File: config.mk
export PLATFORM = sky130hd
export DESIGN_NAME = ivring_writer
export DESIGN_NICKNAME = d
export VERILOG_FILES = /design/src/rtl/ivring_writer.sv
export SDC_FILE = /design/constraint.sdc
export NUM_CORES = 1
export LEC_CHECK = 0
export CAP_MARGIN = 20
export CORE_AREA = 4 4 335 337
export CTS_CLUSTER_DIAMETER = 80
export DETAILED_ROUTE_END_ITERATION = 16
export DIE_AREA = 0 0 339 341
export RECOVER_POWER = 50
export SLEW_MARGIN = 0
export SYNTH_ARGS = -nofsm -noshare
export SYNTH_HDL_FRONTEND = slang
export SYNTH_SLANG_ARGS = --single-unit
File: constraint.sdc
create_clock -name clk -period 4 [get_ports clk]
set_input_delay 0.6 -clock clk [delete_from_list [all_inputs] [get_ports clk]]
set_output_delay 0.6 -clock clk [all_outputs]
set_load 0.01 [all_outputs]
File: src/rtl/ivring_writer.sv
module ivring_writer #(
  parameter int MAX_LOG2 = 16,
  parameter int DB_W     = 12
) (
  input  logic            clk,
  input  logic            rst_n,
  input  logic            ring_en,
  input  logic            intr_en,
  input  logic            ovf_det_en,
  input  logic            drain_en,
  input  logic            ovf_clr,
  input  logic            wb_en,
  input  logic            db_en,
  input  logic [4:0]      size_log2,
  input  logic [31:0]     base_lo,
  input  logic [7:0]      base_hi,
  input  logic [47:0]     wb_addr,
  input  logic [DB_W-1:0] db_offset,
  input  logic            rptr_wr,
  input  logic [31:0]     rptr_wdata,
  input  logic            db_wr,
  input  logic [DB_W-1:0] db_idx,
  input  logic [31:0]     db_data,
  input  logic            vec_valid,
  input  logic [255:0]    vec_data,
  output logic            vec_ready,
  output logic            mem_we,
  output logic [47:0]     mem_addr,
  output logic [255:0]    mem_wdata,
  output logic            wb_we,
  output logic [47:0]     wb_waddr,
  output logic [31:0]     wb_wdata,
  output logic [31:0]     wptr_status,
  output logic            irq
);
  localparam int PTR_W = MAX_LOG2 + 2;
  localparam logic [4:0] MIN_SZ = 5'd3;
  localparam logic [4:0] MAX_SZ = 5'(MAX_LOG2);

  logic [PTR_W-1:0] wptr_q, rptr_q, wnext, ptr_mask, wptr_d, rptr_d;
  logic [4:0]       sz_c;
  logic             ovf_q, ovf_d, full, stall_mode, do_wr, db_hit;
  logic [31:0]      status_d;

  assign sz_c = (size_log2 < MIN_SZ) ? MIN_SZ : ((size_log2 > MAX_SZ) ? MAX_SZ : size_log2);
  assign ptr_mask = ((PTR_W'(1) << (sz_c + 5'd2)) - PTR_W'(1)) & ~PTR_W'(31);

  assign wnext      = (wptr_q + PTR_W'(32)) & ptr_mask;
  assign full       = (wnext == rptr_q);
  assign stall_mode = !ovf_det_en && drain_en;
  assign vec_ready  = !ring_en || !full || !stall_mode;
  assign do_wr      = ring_en && vec_valid && vec_ready;
  assign db_hit     = db_wr && db_en && (db_idx == db_offset);

  assign wptr_d = do_wr ? wnext : wptr_q;
  assign rptr_d = rptr_wr ? (rptr_wdata[PTR_W-1:0] & ptr_mask)
                : db_hit  ? (db_data[PTR_W-1:0] & ptr_mask)
                :           rptr_q;
  assign ovf_d  = ovf_clr ? 1'b0 : (ovf_q || (do_wr && full && ovf_det_en));
  assign status_d = {{(32-PTR_W){1'b0}}, wptr_d[PTR_W-1:1], ovf_d};

  assign irq = ring_en && intr_en && (wptr_q != rptr_q);

  always_ff @(posedge clk) begin
    if (!rst_n || !ring_en) begin
      wptr_q      <= '0;
      rptr_q      <= '0;
      ovf_q       <= 1'b0;
      mem_we      <= 1'b0;
      wb_we       <= 1'b0;
      wptr_status <= '0;
      mem_addr    <= '0;
      mem_wdata   <= '0;
      wb_waddr    <= '0;
      wb_wdata    <= '0;
    end else begin
      wptr_q      <= wptr_d;
      rptr_q      <= rptr_d;
      ovf_q       <= ovf_d;
      wptr_status <= status_d;
      mem_we      <= do_wr;
      wb_we       <= do_wr && wb_en;
      if (do_wr) begin
        mem_addr  <= {base_hi, base_lo, 8'h00} + 48'(wptr_q);
        mem_wdata <= vec_data;
        wb_waddr  <= wb_addr;
        wb_wdata  <= status_d;
      end
    end
  end


  addr_align_chk: assert property (@(posedge clk) disable iff (!rst_n)
    mem_we |-> (mem_addr[4:0] == 5'd0));


  ovf_clr_chk: assert property (@(posedge clk) disable iff (!rst_n)
    ovf_clr |=> !wptr_status[0]);


  stall_full_chk: assert property (@(posedge clk) disable iff (!rst_n)
    (ring_en && stall_mode && full && !rptr_wr && !db_hit) |=> !mem_we);


  wb_pair_chk: assert property (@(posedge clk) disable iff (!rst_n)
    wb_we |-> (mem_we && wb_wdata == wptr_status));


  ring_off_chk: assert property (@(posedge clk) disable iff (!rst_n)
    !ring_en |=> (wptr_status == 32'd0 && !mem_we && !wb_we));
endmodule

# Word level (Yosys, flattened, before mapping)
# Index checks and enable logic that the tools add are counted.
# Widths: inputs -> output; s select.
dict set report word_totals {
  reg_bits 441
  input_bits 449
  out_inout_bits 420
  word_cells 51
}
dict set report classes {
  n_addsub 4
  magnitude_cmp 2
  n_eq_ne 3
  shifts 1
  mux 6
  n_bitwise 3
  reduce_logical 20
}
# op count
set ops {}
lappend ops {{$and 18x18->18} 3}
lappend ops {{$mux 18} 3}
lappend ops {{$add 48x18->48} 1}
lappend ops {{$add 18x6->18 const B} 1}
lappend ops {{$eq 18x18->1} 1}
lappend ops {{$ne 18x18->1} 1}
lappend ops {{$shl 1x5->18 const A} 1}
lappend ops {{$sub 18x2->18 const B} 1}
lappend ops {{$eq 12x12->1} 1}
lappend ops {{$logic_and 1x1->1} 10}
lappend ops {{$mux 5} 2}
lappend ops {{$add 5x2->5 const B} 1}
lappend ops {{$gt 5x5->1 const B} 1}
lappend ops {{$logic_not 1->1} 5}
lappend ops {{$lt 5x2->1 const B} 1}
lappend ops {{$logic_or 1x1->1} 4}
lappend ops {{$reduce_bool 2->1} 1}
lappend ops {{$mux 1} 1}

# Logic depth before layout (Yosys ltp)
dict set report logic_depth {
  word_depth 16
  depth_mapped 18
  depth_no_buf 12
}

# Worst setup path before layout
# No wires, ideal clock.
dict set report synth_timing {
  path_type {input -> output}
  start {input size_log2[2]}
  end {output vec_ready}
  arrival_ps 3397
  required_time_ps 3400
  path_slack_ps 3
  stages 15
  path_buffers 5
  path_cell_list {buf_2 > o21ba_2 > nor2_1 > ha_1 > a21bo_2 > a211oi_4 > a211oi_1 > nor4_1 > o2111a_1 > and4_4 > buf_6 > buf_6 > inv_4 > buf_6 > buf_4}
}
dict set report synth_via {
  elab_chain_len 11
  elab_cells_between_ends 12
  classes_between {add/sub: 2; order compare: 2; eq/ne: 1; shift: 1; mux: 2; bitwise: 1; reduce/logical: 3}
}
# item line
set synth_rtl {}
lappend synth_rtl {{from (decl)} 14} ;# input logic [4:0] size_log2,
lappend synth_rtl {{$gt 5x5->1} 45} ;# assign sz_c = (size_log2 < MIN_SZ) ? MIN_SZ : ((size_log2 > MAX_SZ) ? MAX_SZ : size_log2);
lappend synth_rtl {{$mux 5} 45}
lappend synth_rtl {{$mux 5 (*)} 45}
lappend synth_rtl {{$add 5x2->5 (*)} 46} ;# assign ptr_mask = ((PTR_W'(1) << (sz_c + 5'd2)) - PTR_W'(1)) & ~PTR_W'(31);
lappend synth_rtl {{$shl 1x5->18 (*)} 46}
lappend synth_rtl {{$sub 18x2->18 (*)} 46}
lappend synth_rtl {{$and 18x18->18 (*)} 48} ;# assign wnext = (wptr_q + PTR_W'(32)) & ptr_mask;
lappend synth_rtl {{$eq 18x18->1 (*)} 49} ;# assign full = (wnext == rptr_q);
lappend synth_rtl {{$logic_not 1->1 (*)} 51} ;# assign vec_ready = !ring_en || !full || !stall_mode;
lappend synth_rtl {{$logic_or 1x1->1 (*) (2 in a row)} 51}
lappend synth_rtl {{to (decl)} 26} ;# output logic vec_ready,
# Every way passes the cells marked *; elsewhere a longest branch is shown, timed or not.

# Worst setup path after layout
# Ends and elaborated chain as after synthesis.

==> results.json <==
{
  "grt_first_pass_wirelength_microns": 125000,
  "fp.dieH_microns": 341,
  "synth_flop_cell": "dfxtp_1",
  "cts_max_level": 2,
  "crit_chain": "dlygate4sd2_1 > buf_4 > nor2b_2 > ha_4 > and2b_2 > a21o_1 > buf_4 > a221oi_4 > xor2_1 > a211oi_2 > and4_4 > clkinv_8 > buf_2",
  "drive_above_1_share": 0.0885,
  "yosys_warnings": 0,
  "cts_tree": "built",
  "finalCriticalPeriod_ns": 3.86,
  "required_ns": 3.40,
  "seq_power_share": 0.379,
  "synth_seq_area_share": 0.459,
  "postRouteAntennaNets": 0,
  "leakage_nw": 11.4,
  "grt_max_degree": 113,
  "dpl.cell_count": 4266,
  "postCtsHoldBufs": 0,
  "drt_first_iter_violations": 978,
  "row_count": 121,
  "drc": 0,
  "cts_made_buffers": 54,
  "clkPwrFrac": 0.500,
  "crit_path_end_kind": "output pin",
  "layout_commonest_cell": "clkdlybuf4s50_1",
  "stdcell_area_sq_um": 29600,
  "crit_path_frequent_cell": "buf_4",
  "multi_input_area_sq_um": 8440,
  "cp_slowest_cell": "and4_4",
  "num_vias": 19300,
  "synth_edf_count": 0,
  "async_flop_share": 0,
  "core_sq_um": 109000,
  "postSynthCellCount": 2148,
  "place.gp.congestion": 0.899,
  "wirelength_microns": 86500,
  "ys_ff_latch": 402,
  "critPathLaunchType": "primary input",
  "slowest_delay_ns": 0.33,
  "intPower_mw": 8.14,
  "setup_slack_ns": 0.136,
  "switching_share": 0.252,
  "antenna_found_initial": 7,
  "areaGrowthSynthToFinish_pct": 68.7,
  "clock-root-buffer": "clkbuf_16",
  "cts.sinks": 402,
  "p_switching_mw": 2.75,
  "fp.dieArea_sq_um": 116000,
  "synthesis.area_sq_um": 17500,
  "worst_slew_pin_slew_ns": 1.44,
  "max_clock_freq_mhz": 259,
  "hpwl_microns": 63800,
  "gr-total-overflow": 0,
  "viasPerCell": 4.42,
  "setup_violations": 0,
  "dpl-instance-area_sq_um": 27400,
  "avgRoutedWirePerCell_microns": 19.8,
  "fp.dieW_microns": 339,
  "post-route-util": 0.272,
  "finalCritPeriodShare": 0.966,
  "relSlewSlack": 0.0384,
  "initial_core_util": 0.161,
  "ir_drop_mv": 0.309,
  "grt_pass1_vias": 18700,
  "worstSkewPairLatency_ns": 0.64,
  "worst-endpoint-arrival_ns": 3.26,
  "timing.setup.tns_ns": 0,
  "cts_buffer_depth": 3,
  "drv_cap": 0,
  "final_cell_mix": "clkdlybuf4s50_1, dfxtp_1, dlygate4sd3_1, a21oi_1, o21ai_0",
  "portBuffers": 801,
  "nets": 3376,
  "path_max_fanout": 5,
  "report.final.slew_viol_count": 0,
  "synth_cell_types": 69,
  "drt_pass1_iterations": 5,
  "path_clk_slew_ns": 0.06,
  "pre_cts_slack_ns": -0.575,
  "pwr_density_cell_nw_per_um2": 368,
  "num-fill-cells": 11600,
  "hold_class": "register to register",
  "status": "complete, no violations",
  "path_class": "primary input to output pin",
  "hold_viol_final": 0,
  "register_area_sq_um": 8050,
  "grtUsageTotal": 0.140,
  "combPwrFrac": 0.121,
  "synth.avg_cell_area_sq_um": 8.17,
  "clock_skew_ns": 0.0361,
  "ios": 869,
  "rsz0062_at_grt": "false",
  "instances_no_fill": 4376
}
[layer usage]
metal,up-vias,part of all wire,GRT usage
li1,9228,-,-
met1,9148,0.40,0.166
met2,796,0.46,0.227
met3,165,0.092,0.0518
met4,6,0.044,0.0604
met5,-,0.00052,0
[flip-flops by register name (all words and copies together), names as in the netlist]
name	flops
mem_wdata	256
wb_waddr	48
wb_we	1
mem_we	1
wptr_status	18
mem_addr	47
wb_wdata	18
rptr_q	13
[cell usage after synthesis (3+ instances only)]
library cell | n | share of area
dfxtp_1 | 402 | 0.46
a21oi_1 | 387 | 0.11
o21ai_0 | 375 | 0.11
nand3_1 | 372 | 0.11
clkbuf_1 | 129 | 0.028
buf_4 | 59 | 0.025
xnor2_1 | 50 | 0.025
nand2_1 | 44 | 0.0094
buf_1 | 29 | 0.0062
nor2_1 | 29 | 0.0062
xor2_1 | 24 | 0.012
and3_1 | 22 | 0.0078
buf_2 | 18 | 0.0051
nand4_1 | 15 | 0.0053
mux2i_1 | 14 | 0.0080
nor3_1 | 13 | 0.0037
clkbuf_2 | 12 | 0.0034
ha_1 | 12 | 0.0086
inv_1 | 11 | 0.0024
or3_1 | 11 | 0.0039
nor4_1 | 9 | 0.0032
and2_1 | 8 | 0.0029
o31ai_1 | 8 | 0.0034
a31oi_1 | 7 | 0.0025
o211ai_1 | 7 | 0.0030
nor2b_1 | 6 | 0.0021
a211oi_1 | 5 | 0.0021
o21a_1 | 5 | 0.0021
or4_1 | 5 | 0.0021
a21o_1 | 4 | 0.0017
and4_1 | 4 | 0.0020
buf_6 | 4 | 0.0026
nand3b_1 | 3 | 0.0013
[cells by family (layout without fill, tap and decap cells)]
kind of cell,count (synthesis),in the layout,synth area share
adders and majority gates,13,13,0.00970
buffers and inverters,263,1047,0.0729
and+or+nand+nor,555,555,0.165
muxes,16,16,0.00927
DFF,402,402,0.459
xor gates and xnor gates,74,74,0.0369
other,1,31,0.000214
AOI/OAI and AO/OA,824,824,0.247
[per-stage QoR]
| stage | total power, mW | hold slack [ns] |
|---|---|---|
| finish | 10.9 | 0.460 |
| global route | 11.4 | 0.476 |
| CTS | 11.1 | 0.446 |
| detailed placement | 5.56 | 0.457 |
| global placement | 5.56 | 0.451 |
| floorplan | 4.72 | 0.457 |
[worst max-delay path, delay by kind of cell]
| family | cells | cell delay (ns) |
|---|---|---|
| AO/OA/AOI/OAI | 3 | 0.79 |
| AND/OR/NAND/NOR | 3 | 0.73 |
| buffers and inverters | 5 | 0.81 |
| adder cells (fa/ha/maj) | 1 | 0.19 |
| XOR/XNOR | 1 | 0.13 |
[path summary, 6_finish.rpt]
check | from | to | slack [ns] | cells after the start
hold reg to reg | wb_wdata[5] | wb_wdata[5] | 0.46 | 2
setup reg to reg | wptr_status[5] | wb_wdata[0] | 0.31 | 15
setup / recovery | size_log2[2] | vec_ready | 0.14 | 13
hold / removal | wb_wdata[5] | wb_wdata[5] | 0.46 | 2
[power groups by stage]
| stage | Combinational, mW | Sequential [mW] | Clock, mW |
|---|---|---|---|
| after global routing | 1.42 | 4.13 | 5.80 |
| after CTS | 1.36 | 4.13 | 5.63 |
| after floorplan | 0.473 | 4.25 | 0 |
| after global placement | 1.34 | 4.21 | 0 |
| after detailed placement | 1.34 | 4.22 | 0 |
| final | 1.32 | 4.13 | 5.45 |
[what timing repair did]
item                                    4_1_cts  5_1_grt
pin swaps                                     7        7
setup buffers                                 4        2
endpoints found under the setup margin        1        6
gates resized for setup                      19        7
[area by class of cell]
| class | count | area share |
|---|---|---|
| clock buffer | 72 | 0.0530 |
| inverter | 12 | 0.00194 |
| sequential | 402 | 0.272 |
| multi-input combinational | 1511 | 0.285 |
| timing repair buffer | 933 | 0.312 |
| tap | 1414 | 0.0598 |
| antenna | 2 | 0.000169 |
| clock inverter | 30 | 0.0155 |
Note: power is estimated with default switching activity, not from simulation.
